## config.mk

```make
export PLATFORM = sky130hd
export DESIGN_NAME = tpi_payload_in
export DESIGN_NICKNAME = d
export VERILOG_FILES = /design/src/rtl/tpi_pkg.sv /design/src/rtl/tpi_tick_sel.sv /design/src/rtl/tpi_nib_timer.sv /design/src/rtl/tpi_frame_cnt.sv /design/src/rtl/tpi_serializer.sv /design/src/rtl/tpi_payload_in.sv
export SDC_FILE = /design/constraint.sdc
export NUM_CORES = 1
export LEC_CHECK = 0
export ABC_CLOCK_PERIOD_IN_PS = 4700
export BUFFER_PORTS_ARGS = -buffer_cell sky130_fd_sc_hd__clkbuf_2
export CAP_MARGIN = 5
export CORE_MARGIN = 2
export CORE_UTILIZATION = 59
export DETAILED_ROUTE_END_ITERATION = 10
export PLACE_DENSITY = 0.83
export SLEW_MARGIN = 20
export SYNTH_ARGS = -nofsm -noshare
export SYNTH_HDL_FRONTEND = slang
export SYNTH_SLANG_ARGS = --single-unit
```

## constraint.sdc

```tcl
create_clock -name clk -period 4.7 [get_ports clk]
set_clock_uncertainty 0.2 [all_clocks]
set_input_delay 0.235 -clock clk [delete_from_list [all_inputs] [get_ports clk]]
set_output_delay 0.235 -clock clk [all_outputs]
set_load 0.02 [all_outputs]
```

## src/rtl/tpi_pkg.sv

```systemverilog
package tpi_pkg;
  typedef enum logic { IF_SERIAL = 1'b0, IF_NIBBLE = 1'b1 } if_mode_e;
  typedef enum logic { TM_LOCAL = 1'b0, TM_LOOP = 1'b1 } tmg_src_e;
endpackage

```

## src/rtl/tpi_tick_sel.sv

```systemverilog
module tpi_tick_sel
  import tpi_pkg::*;
(
  input  logic     clk,
  input  logic     rst,
  input  logic     nib_mode,
  input  logic     loop_timing,
  input  logic     loc_tick,
  input  logic     loop_tick,
  output if_mode_e mode_q,
  output logic     tick
);
  tmg_src_e src_q;

  // Configuration is loaded during reset and frozen afterwards
  always_ff @(posedge clk) begin
    if (rst) begin
      mode_q <= nib_mode ? IF_NIBBLE : IF_SERIAL;
      src_q  <= loop_timing ? TM_LOOP : TM_LOCAL;
    end
  end

  always_comb begin
    tick = (src_q == TM_LOOP) ? loop_tick : loc_tick;
  end

  AST_CFG_FROZEN: assert property (@(posedge clk) disable iff (rst)
    !rst |=> $stable(mode_q) && $stable(src_q));
endmodule

```

## src/rtl/tpi_nib_timer.sv

```systemverilog
module tpi_nib_timer
  import tpi_pkg::*;
#(
  parameter int NIB_W     = 4,
  parameter int CAP_PHASE = 2
) (
  input  logic     clk,
  input  logic     rst,
  input  if_mode_e mode_q,
  input  logic     tick,
  output logic     nib_clk,
  output logic     cap
);
  localparam int PH_W  = (NIB_W > 2) ? $clog2(NIB_W) : 1;
  localparam int HI_PH = NIB_W / 2;
  localparam logic [PH_W-1:0] PH_LAST = PH_W'(NIB_W - 1);

  logic [PH_W-1:0] ph, ph_nxt;
  logic            run;

  always_comb begin
    run    = tick && (mode_q == IF_NIBBLE);
    ph_nxt = (ph == PH_LAST) ? '0 : ph + PH_W'(1);
    cap    = run && (ph == PH_W'(CAP_PHASE));
  end

  // Phase parks on its last value so the first tick raises the clock
  always_ff @(posedge clk) begin
    if (rst) begin
      ph      <= PH_LAST;
      nib_clk <= 1'b0;
    end else if (run) begin
      ph      <= ph_nxt;
      nib_clk <= (32'(ph_nxt) < HI_PH);
    end
  end

  AST_NIBCLK_RISE_ON_TICK: assert property (@(posedge clk) disable iff (rst)
    $rose(nib_clk) |-> $past(tick));
  AST_NIBCLK_HOLD_IDLE: assert property (@(posedge clk) disable iff (rst)
    !tick |=> $stable(nib_clk));
  AST_CAP_IN_LOW_HALF: assert property (@(posedge clk) disable iff (rst)
    cap |-> !nib_clk);
endmodule

```

## src/rtl/tpi_frame_cnt.sv

```systemverilog
module tpi_frame_cnt #(
  parameter int FRAME_NIBS = 384
) (
  input  logic clk,
  input  logic rst,
  input  logic cap,
  output logic nib_eof
);
  localparam int CNT_W = (FRAME_NIBS > 2) ? $clog2(FRAME_NIBS) : 1;
  localparam logic [CNT_W-1:0] CNT_LAST = CNT_W'(FRAME_NIBS - 1);

  logic [CNT_W-1:0] cnt;

  always_ff @(posedge clk) begin
    if (rst) begin
      cnt     <= '0;
      nib_eof <= 1'b0;
    end else if (cap) begin
      nib_eof <= (cnt == CNT_LAST);
      cnt     <= (cnt == CNT_LAST) ? '0 : cnt + CNT_W'(1);
    end
  end

  AST_CNT_RANGE: assert property (@(posedge clk) disable iff (rst)
    cnt <= CNT_LAST);
  AST_EOF_RISE_ON_CAP: assert property (@(posedge clk) disable iff (rst)
    $rose(nib_eof) |-> $past(cap));
  AST_EOF_FALL_ON_CAP: assert property (@(posedge clk) disable iff (rst)
    $fell(nib_eof) |-> $past(cap) || $past(rst));
endmodule

```

## src/rtl/tpi_serializer.sv

```systemverilog
module tpi_serializer
  import tpi_pkg::*;
#(
  parameter int NIB_W = 4
) (
  input  logic             clk,
  input  logic             rst,
  input  if_mode_e         mode_q,
  input  logic             tick,
  input  logic             cap,
  input  logic             ser_in,
  input  logic [NIB_W-1:0] nib_in,
  output logic             out_valid,
  output logic             out_bit
);
  localparam int LW = (NIB_W > 2) ? $clog2(NIB_W) : 1;

  logic [NIB_W-2:0] sh;
  logic [LW-1:0]    left;

  always_ff @(posedge clk) begin
    if (rst) begin
      out_valid <= 1'b0;
      out_bit   <= 1'b0;
      sh        <= '0;
      left      <= '0;
    end else if (!tick) begin
      out_valid <= 1'b0;
    end else if (mode_q == IF_SERIAL) begin
      out_valid <= 1'b1;
      out_bit   <= ser_in;
    end else if (cap) begin
      out_valid <= 1'b1;
      out_bit   <= nib_in[NIB_W-1];
      sh        <= nib_in[NIB_W-2:0];
      left      <= LW'(NIB_W - 1);
    end else if (left != '0) begin
      out_valid <= 1'b1;
      out_bit   <= sh[NIB_W-2];
      sh        <= sh << 1;
      left      <= left - LW'(1);
    end else begin
      out_valid <= 1'b0;
    end
  end

  AST_VALID_NEEDS_TICK: assert property (@(posedge clk) disable iff (rst)
    out_valid |-> $past(tick));
  AST_NO_OVERRUN: assert property (@(posedge clk) disable iff (rst)
    cap |-> left == '0);
endmodule

```

## src/rtl/tpi_payload_in.sv

```systemverilog
module tpi_payload_in
  import tpi_pkg::*;
#(
  parameter int FRAME_BITS = 1536,
  parameter int NIB_W      = 4,
  parameter int CAP_PHASE  = 2
) (
  input  logic             clk,
  input  logic             rst,
  input  logic             nib_mode,
  input  logic             loop_timing,
  input  logic             loc_tick,
  input  logic             loop_tick,
  input  logic             ser_in,
  input  logic [NIB_W-1:0] nib_in,
  output logic             nib_clk,
  output logic             nib_eof,
  output logic             out_valid,
  output logic             out_bit
);
  localparam int FRAME_NIBS = FRAME_BITS / NIB_W;

  if_mode_e mode_q;
  logic     tick;
  logic     cap;

  tpi_tick_sel u_sel (
    .clk(clk), .rst(rst), .nib_mode(nib_mode), .loop_timing(loop_timing),
    .loc_tick(loc_tick), .loop_tick(loop_tick), .mode_q(mode_q), .tick(tick)
  );

  tpi_nib_timer #(.NIB_W(NIB_W), .CAP_PHASE(CAP_PHASE)) u_tmr (
    .clk(clk), .rst(rst), .mode_q(mode_q), .tick(tick),
    .nib_clk(nib_clk), .cap(cap)
  );

  tpi_frame_cnt #(.FRAME_NIBS(FRAME_NIBS)) u_frm (
    .clk(clk), .rst(rst), .cap(cap), .nib_eof(nib_eof)
  );

  tpi_serializer #(.NIB_W(NIB_W)) u_ser (
    .clk(clk), .rst(rst), .mode_q(mode_q), .tick(tick), .cap(cap),
    .ser_in(ser_in), .nib_in(nib_in), .out_valid(out_valid), .out_bit(out_bit)
  );

  AST_SERIAL_QUIET: assert property (@(posedge clk) disable iff (rst)
    mode_q == IF_SERIAL |-> !nib_clk && !nib_eof);
  AST_RESET_CLEARS: assert property (@(posedge clk)
    $past(rst) |-> !nib_clk && !nib_eof && !out_valid);
endmodule

```

## Yosys cells after proc, flatten, opt, wreduce, memory -nomap -nowiden

Cells that the tools add are included.

| storage, ports and cells | value |
|---|---|
| output and inout port bits | 4 |
| bits of input ports | 11 |
| register bits after elaboration | 22 |
| word-level logic and storage cells | 41 |

| cells by class | value |
|---|---|
| bitwise logic cells | 1 |
| mux-type cells | 15 |
| reductions and logical operators | 7 |
| $lt $le $gt $ge | 1 |
| eq/ne operators | 4 |
| $add $sub $neg | 3 |

Operators with widths:

| cell | count |
|---|---|
| 9-bit by 1-bit adder with 9-bit output, second input constant | 1 |
| 9-bit == test, second input constant | 1 |
| 1-bit two-way mux | 9 |
| 9-bit two-way mux | 1 |
| 2-bit two-way mux | 3 |
| 3-bit two-way mux | 2 |
| 2-bit == test, second input constant | 2 |
| 2-bit nonzero test | 2 |
| 3-bit by 2-bit != test with 1-bit output, second input constant | 1 |
| 3-bit AND reduction | 1 |
| 2-bit by 1-bit adder with 2-bit output, second input constant | 1 |
| 1-bit logical AND | 2 |
| 2-bit < comparator, second input constant | 1 |
| 2-bit AND reduction | 1 |
| 2-bit OR reduction | 1 |
| 2-bit by 1-bit subtractor with 2-bit output, second input constant | 1 |
| 1-bit NOT | 1 |

## Longest topological paths before layout

Gate-level depths: netlist (run 1).

| depth | value |
|---|---|
| depth after elaboration | 5 |
| mapped depth | 7 |
| gate-level depth less buffers | 6 |

## By module

From an unflattened synthesis (run 1), not the netlist that was laid out.

| unflattened totals | value |
|---|---|
| cell total of the unflattened synthesis | 107 |
| area total of the unflattened synthesis | 1,054.8 um^2 |

Modules (own cells, without submodules):

| module | area each (um^2) | cells each | seq. area each (um^2) | instances |
|---|---|---|---|---|
| tpi_frame_cnt | 449.2 | 49 | 200.2 | 1 |
| tpi_serializer | 376.6 | 40 | 140.1 | 1 |
| tpi_nib_timer | 153.9 | 15 | 60.1 | 1 |
| tpi_tick_sel | 75.1 | 3 | 60.1 | 1 |

## Worst setup path before layout (run 1)

No wires, ideal clock.

| timing path | value |
|---|---|
| path kind | reg2reg |
| from | register u_tmr.ph[0] |
| to | register u_frm.cnt[0] |
| clock period less this slack | 1,642 ps |
| buffers on the path | 1 |
| data required time | 4,382 ps |
| cell stages (with the launch flop) | 8 |
| setup slack | 3,058 ps |
| library setup time | 118 ps |
| arrival time | 1,325 ps |
| path through | dfxtp_1 inv_1 ha_1 buf_4 nand3_2 nor4_2 a21o_1 nor2_1 |

| on the way | value |
|---|---|
| word-level cells in the longest chain between the ends | 2 |

Ends and longest elaborated chain:

| item | RTL line | RTL |
|---|---|---|
| start, declared | tpi_nib_timer.sv:18 | `logic [PH_W-1:0] ph, ph_nxt;` |
| start signal, assigned | tpi_nib_timer.sv:33 | `ph <= ph_nxt;` |
| 2-bit == test | tpi_nib_timer.sv:24 | `cap = run && (ph == PH_W'(CAP_PHASE));` |
| 1-bit logical AND | tpi_nib_timer.sv:24 |  |
| end signal, assigned | tpi_frame_cnt.sv:20 | `cnt <= (cnt == CNT_LAST) ? '0 : cnt + CNT_W'(1);` |
| end, declared | tpi_frame_cnt.sv:12 | `logic [CNT_W-1:0] cnt;` |

Every way passes these cells.
A chain may end at the register's enable or synchronous reset.

## Worst setup path in the final report (run 1)

Ends and elaborated chain as after synthesis.

==> results of run 1 <==
-- registers in the layout (all words and copies together) (netlist names) --
| name | cells |
|---|---|
| u_frm.cnt | 9 |
| u_ser.sh | 3 |
| u_ser.left | 2 |
| u_tmr.ph | 2 |
| u_frm.nib_eof | 1 |
| u_sel.mode_q | 1 |
| u_sel.src_q | 1 |
| u_ser.out_bit | 1 |
| u_ser.out_valid | 1 |
| u_tmr.nib_clk | 1 |
-- area by class of cell --
type	count	area [um^2]	share of cell area
inverters	5	18.8	0.0154
well taps	25	31.3	0.0256
repair buffers	17	100	0.0821
clock buffers	3	22.5	0.0185
clock inverters	1	30.0	0.0246
multi-input cells	78	557	0.456
flip-flops and latches	22	460	0.377
-- worst max-delay path by stage --
| stage | from | end | slack, ps | cells after the start |
|---|---|---|---|---|
| 2_1_floorplan | u_tmr.ph[0] | u_frm.cnt[0] | 3060 | 7 |
| 3_3_place_gp | u_sel.src_q | u_frm.cnt[0] | 2670 | 4 |
| 3_5_place_dp | u_sel.src_q | u_frm.cnt[0] | 2590 | 4 |
| 4_1_cts | u_sel.src_q | u_frm.cnt[0] | 2580 | 4 |
| 5_1_grt | u_tmr.ph[0] | u_frm.cnt[1] | 2610 | 6 |
| 6_report | u_tmr.ph[0] | u_frm.cnt[0] | 2760 | 6 |
-- routing by layer --
metal,vias to the layer above,track usage,routed length [um]
met1,387,0.284,906
met2,17,0.306,813
met3,5,0.0471,69
met4,0,0.0857,39
met5,-,0,0
li1,418,-,-
-- layout by cell type (no fill, tap or decap), types with 4 or more instances in the layout --
master    netlist  layout
a21oi_1         4       4
dfxtp_1        20      20
nor2_1         16      16
nand2_1         5       5
xnor2_1         6       6
nor3_1          5       5
ha_1            4       4
clkbuf_2        0      14
inv_1           5       5
a211oi_1        4       4
-- repair_timing --
| action | in CTS | in global routing |
|---|---|---|
| hold endpoints to repair | 3 | 0 |
| hold buffers | 3 | 0 |
| setup buffers | 0 | 0 |
| endpoints found under the setup margin | 0 | 0 |
-- where the power goes --
part	leakage [nW]	switching (mW)	internal, mW
clock	0.0279	0.0582	0.0863
combinational	0.253	0.0324	0.0235
sequential	0.182	0.00659	0.198
-- synthesized netlist by cell type, drive strengths merged (2+ instances only) --
master  count  area share
dfxtp      20        0.37
nor2       17       0.062
nor3        6       0.039
xnor2       6       0.049
inv         5       0.018
nand2       5       0.018
a211oi      4       0.028
a21oi       4       0.019
ha          4       0.047
buf         3       0.028
mux2i       3       0.028
nand2b      3       0.018
nand4       3       0.018
nor2b       3       0.018
a211o       2       0.016
a21o        2       0.015
clkbuf      2      0.0070
edfxtp      2       0.056
nand3       2       0.014
nor4        2       0.032
o21ai       2      0.0094
o31ai       2       0.014
-- cell families after synthesis --
family,count (synthesis),share of synthesized area
xor+xnor,6,0.0491
mux,4,0.0421
simple gates,45,0.247
flops,22,0.430
compound gates,19,0.132
fa+ha+maj,4,0.0468
buf+inv,10,0.0526
-- worst max-delay path: cells and delay by family, from the launching register on --
family                     cells  cell delay [ps]
buffers and inverters          1               70
DFF                            1              370
adders and majority gates      1              380
AOI/OAI and AO/OA              1              250
and+or+nand+nor                3              560
-- per-stage QoR --
step | instances | power [mW] | setup slack (ps) | hold WS [ps] | area (um^2)
6_report | 151 | 0.405 | 2760 | 18.1 | 1220
4_1_cts | 151 | 0.407 | 2580 | 24.0 | 1220
3_3_place_gp | 144 | 0.260 | 2670 | 212 | 1130
5_1_grt | 151 | 0.423 | 2610 | 33.2 | 1220
3_5_place_dp | 144 | 0.262 | 2590 | 217 | 1130
2_1_floorplan | 110 | 0.251 | 3060 | 134 | 1070
==> metrics.md, run 1 <==
| Metric | Value |
|---|---|
| Run status | finished, final reports clean |
| Synthesized area per cell | 9.73 um^2 |
| Fmax | roughly 500 MHz |
| FF-to-FF End | u_frm.cnt[0] |
| CP Class | register to register |
| Routability cong. | approximately 0.85 |
| Row count | 15 |
| PwrDens | 332 nW/um^2 |
| Gr usage total | 0.205 |
| Critical Path Slowest Stage Cell | ha_1 |
| Die X-Extent | approximately 47 um |
| Routed length per placed instance | about 12 um |
| Clock transition at path regs | about 130 ps |
| Final core occ | 0.714 |
| Core area | between 1500 and 2000 um^2 |
| DR vias/cell | ~5.5 |
| Initial antenna violation count | 0 |
| I/O pin cnt | 15 |
| Hold depth | 3 |
| CP max stage delay | ~380 ps |
| Clk sink count | 22 |
| Sequential area share after synthesis | 0.430 |
| Setup-failing EPs final | 0 |
| Critical-path cell list | inv_1 -> ha_1 -> nand3_2 -> nor4_2 -> a21o_1 -> nor2_1 |
| Number of max-slew violations in the final report | 0 |
| Die height | roughly 47 um |
| Clk root buf | clkbuf_4 |
| Layout cell share with drive strength beyond 1 | 0.222 |
| Final net count | around 140 |
| Vias in the first global route | between 700 and 800 |
| Area added between synthesis and finish | 14.0% |
| Slew headroom | 0.514 |
| Worst setup EP type | register |
| Num CTS Buffers | 3 |
| Yosys cell types | 36 |
| Worst-Skew Late Latency | about 320 ps |
| Worst Reg-to-Reg Cells | 6 |
| First-pass GRT wire length | 3.10 mm |
| Final Critical Period | approximately 1900 ps |
| Hold Path Class | input pin to register |
| WHS Endpoint | u_ser.out_bit |
| Worst-Margin Slew | between 700 and 800 ps |
| Leak | ~0.46 nW |
| Antenna Cells | 0 |
| Number of synthesized register bits | 22 |
| Global route overflow | 0 |
| Clk buf depth | 2 |
| Startpoint Class | register |
| VDD IR max | 0.205 mV |
| TritonCTS clock tree | built |
| DRT iter0 DRCs | 23 |
| Worst R2R Setup Slack | around 2800 ps |
| Ys async rst share | 0 |
| RSZ-0062 raised after global routing | false |
| H-tree Lvls | 1 |
| Post-route ant nets | 0 |
| Synth Warn # | 0 |
| Sum Neg Setup Slack | 0 ps |
| HPWL Detailed | roughly 1.4 mm |
| Synth Instances | 110 |
| Mapped Area | around 1100 um^2 |
| Req. time, crit path | between 4000 and 5000 ps |
| DRC viols | 0 |
| Max Fanout on Critical Path | 11 |
| TritonRoute pass-1 iters | 4 |
| Hold path startpoint | ser_in |
| Worst R2R Start | u_tmr.ph[0] |
| Critical Path AT | approximately 2000 ps |
| IO Port Bufs | 14 |
| MaxCap Viol Count | 0 |
| DIE AREA | between 2000 and 2500 um^2 |
| Synthesized Nets | 125 |
| FILL cells | between 100 and 150 |
| Vias | around 830 |
| Post-route clock period utilization | 0.413 |
| Number of synthesized flops with an enable pin | 2 |
| Drt total wl | between 1.5 and 2 mm |
| Fin. Hold Viols | 0 |
| Largest net degree at the start of global routing | 20 |
| Initial Util | 0.626 |
| Post_cts resized | 0 |
| Dominant synthesized flop cell | dfxtp_1 |
No activity file was read; power rests on OpenSTA's default activity.
==> run 2: changes to the inputs <==
--- a/config.mk
+++ b/config.mk
@@ -5,13 +5,13 @@
 export SDC_FILE = /design/constraint.sdc
 export NUM_CORES = 1
 export LEC_CHECK = 0
-export ABC_CLOCK_PERIOD_IN_PS = 4700
+export ABC_CLOCK_PERIOD_IN_PS = 1660
 export BUFFER_PORTS_ARGS = -buffer_cell sky130_fd_sc_hd__clkbuf_2
 export CAP_MARGIN = 5
 export CORE_MARGIN = 2
-export CORE_UTILIZATION = 59
+export CORE_UTILIZATION = 49
 export DETAILED_ROUTE_END_ITERATION = 10
-export PLACE_DENSITY = 0.83
+export PLACE_DENSITY = 0.74
 export SLEW_MARGIN = 20
 export SYNTH_ARGS = -nofsm -noshare
 export SYNTH_HDL_FRONTEND = slang
==> constraint.sdc (replaced) <==
create_clock -name clk -period 1.66 [get_ports clk]
set_clock_uncertainty 0.2 [all_clocks]
set_input_delay 0.083 -clock clk [delete_from_list [all_inputs] [get_ports clk]]
set_output_delay 0.083 -clock clk [all_outputs]
set_load 0.02 [all_outputs]
==> metrics.md, run 2 (same netlist as run 1, synthesis figures left out) <==
| Metric | Value |
|---|---|
| Largest net degree at the start of global routing | 20 (unchanged) |
| IO Port Bufs | 14 (unchanged) |
| Fmax | 605 MHz (+17%) |
| Fin. Hold Viols | 0 (unchanged) |
| Num CTS Buffers | 3 (unchanged) |
| Worst setup EP type | register |
| CP Class | register to register |
| TritonRoute pass-1 iters | 4 (unchanged) |
| Slew headroom | 0.725 (+0.211) |
| Placed insts | 159 (+10%) |
| PwrDens | 758 nW/um^2 (+130%) |
| Post-route ant nets | 0 (unchanged) |
| DIE AREA | 2570 um^2 (+19%) |
| Vias in the first global route | 894 (+24%) |
| Most frequent cells in the layout | dfxtp_1 (19), nor2_1 (16), clkbuf_2 (14), buf_4 (14), dlygate4sd3_1 (7) |
| Critical Path AT | 1680 ps (-270 ps) |
| Core area | 2000 um^2 (+17%) |
| HPWL Detailed | 1.54 mm (+14%) |
| Routed length per placed instance | 13.1 um (+8.2%) |
| Fin area | 1380 um^2 (+13%) |
| Commonest non-fill, non-tap cell in the layout | dfxtp_1 |
| Req. time, crit path | 1690 ps (-3020 ps) |
| P_sw | 292 uW (+200%) |
| Run status | finished, final reports clean |
| Setup-failing EPs final | 0 (unchanged) |
| Clock power share | 0.242 (-0.115) |
| Number of max-slew violations in the final report | 0 (unchanged) |
| Worst-Skew Late Latency | 320 ps (about the same) |
| CP max stage delay | 450 ps (+70 ps) |
| Clock transition at path regs | 120 ps (about the same) |
| Final net count | 160 (+13%) |
| Reg with most FFs | u_frm.cnt |
| Die height | 50.7 um (+8.9%) |
| Vias | 899 (+8.7%) |
| Clk buf depth | 2 (unchanged) |
| Total power | 1.05 mW (+160%) |
| DRT iter0 DRCs | 23 (unchanged) |
| Initial Util | 0.534 (-0.0920) |
| Critical-path cell list | mux2i_2 -> buf_4 -> a21o_2 -> o41ai_2 |
| VDD IR max | 0.580 mV (+180%) |
| Sequential share of power | 0.556 (+0.050) |
| Post-route clock period utilization | 0.996 (+0.583) |
| DRC viols | 0 (unchanged) |
| Layout cell share with drive strength beyond 1 | 0.319 (+0.0972) |
| Die X-Extent | 50.7 um (+8.9%) |
| Largest registers | u_frm.cnt: 9 flops, u_ser.sh: 3 flops |
| Dpl cell area | 1230 um^2 (+8.8%) |
| Row count | 16 (+1) |
| Clk sink count | 22 (unchanged) |
| Global route overflow | 0 (unchanged) |
| Drt total wl | 2.24 mm (+22%) |
| Gate power share | 0.202 (+0.064) |
| Final Critical Period | 1650 ps (-289 ps) |
| DR vias/cell | 5.26 (-4.0%) |
| I/O pin cnt | 15 (unchanged) |
| Final cell count without fillers | 171 (+13%) |
| Gr usage total | 0.201 (-0.00433) |
| Setup ws final | 6.48 ps (-2750 ps) |
| RSZ-0062 raised after global routing | true |
| TritonCTS clock tree | built |
| Clk root buf | clkbuf_4 |
| Routability cong. | 0.753 (-11%) |
| Worst-Margin Slew | 412 ps (-303 ps) |
| First-pass GRT wire length | 3.80 mm (+23%) |
| Area added between synthesis and finish | 28.9% |
| Switching part of the total | 0.279 (+0.0397) |
| MaxCap Viol Count | 0 (unchanged) |
| Dpl ws | -47.5 ps (-2640 ps) |
| Startpoint Class | register |
| Antenna Cells | 0 (unchanged) |
| Max reg flops | 9 (unchanged) |
| Max Fanout on Critical Path | 8 (-3) |
| Hold Path Class | input pin to register |
| Leak | 0.542 nW (+17%) |
| H-tree Lvls | 1 (unchanged) |
| Worst hold-check slack | 71.4 ps (+53.3 ps) |
| Initial antenna violation count | 0 (unchanged) |
| Critical Path Slowest Stage Cell | edfxtp_1 |
| Internal power | 753 uW (+140%) |
run 2: power by group through the flow:
stage | registers [mW] | logic (mW) | clock network (mW)
after global placement | 0.589 | 0.178 | 0
after CTS | 0.578 | 0.201 | 0.262
after detailed placement | 0.590 | 0.185 | 0
after global routing | 0.585 | 0.233 | 0.284
after floorplan | 0.597 | 0.113 | 0
final | 0.582 | 0.211 | 0.253
run 2: through the flow:
| step | util | setup TNS [ps] |
|---|---|---|
| 6_report | 0.689 | 0 |
| 5_1_grt | 0.689 | -587 |
| 4_1_cts | 0.668 | -18.3 |
| 3_5_place_dp | 0.616 | -199 |
| 3_3_place_gp | 0.616 | 0 |
| 2_1_floorplan | - | 0 |
run 2: area by class of cell:
cell class,instances,area [um^2]
fillers,154,623
multi-input cells,78,593
flip-flops and latches,22,462
repair buffers,35,245
well taps,27,33.8
clock buffers,3,22.5
inverters,5,18.8
clock inverters,1,3.75
run 2: final timing paths:
| path | depth (start not counted) | slack [ps] | end | startpoint |
|---|---|---|---|---|
| worst min register to register | 2 | 270 | u_tmr.nib_clk | u_tmr.nib_clk |
| worst max-delay path | 4 | 6 | u_ser.out_bit | u_sel.src_q |
| worst min-delay path | 3 | 70 | u_ser.out_bit | nib_in[3] |
| worst max register to register | 4 | 6 | u_ser.out_bit | u_sel.src_q |
run 2: routing by layer:
| metal | track usage | up-vias | share of wire |
|---|---|---|---|
| met5 | 0 | - | 0 |
| met4 | 0.131 | 0 | 0.020 |
| met3 | 0.0357 | 5 | 0.050 |
| met2 | 0.314 | 24 | 0.47 |
| met1 | 0.254 | 420 | 0.46 |
| li1 | - | 450 | - |
run 2: what timing repair did:
item	4_1_cts	5_1_grt
hold buffers	7	0
pin swaps	1	4
resized for setup	2	7
endpoints found under the hold margin	7	0
setup buffers	0	1
endpoints found under the setup margin	9	15
run 2: worst max-delay path: cells and delay by family (launching register included):
kind / cells / cell delay [ps]
muxes: 1 / 220
buffers and inverters: 1 / 190
AOI/OAI and AO/OA: 2 / 490
DFF: 1 / 450
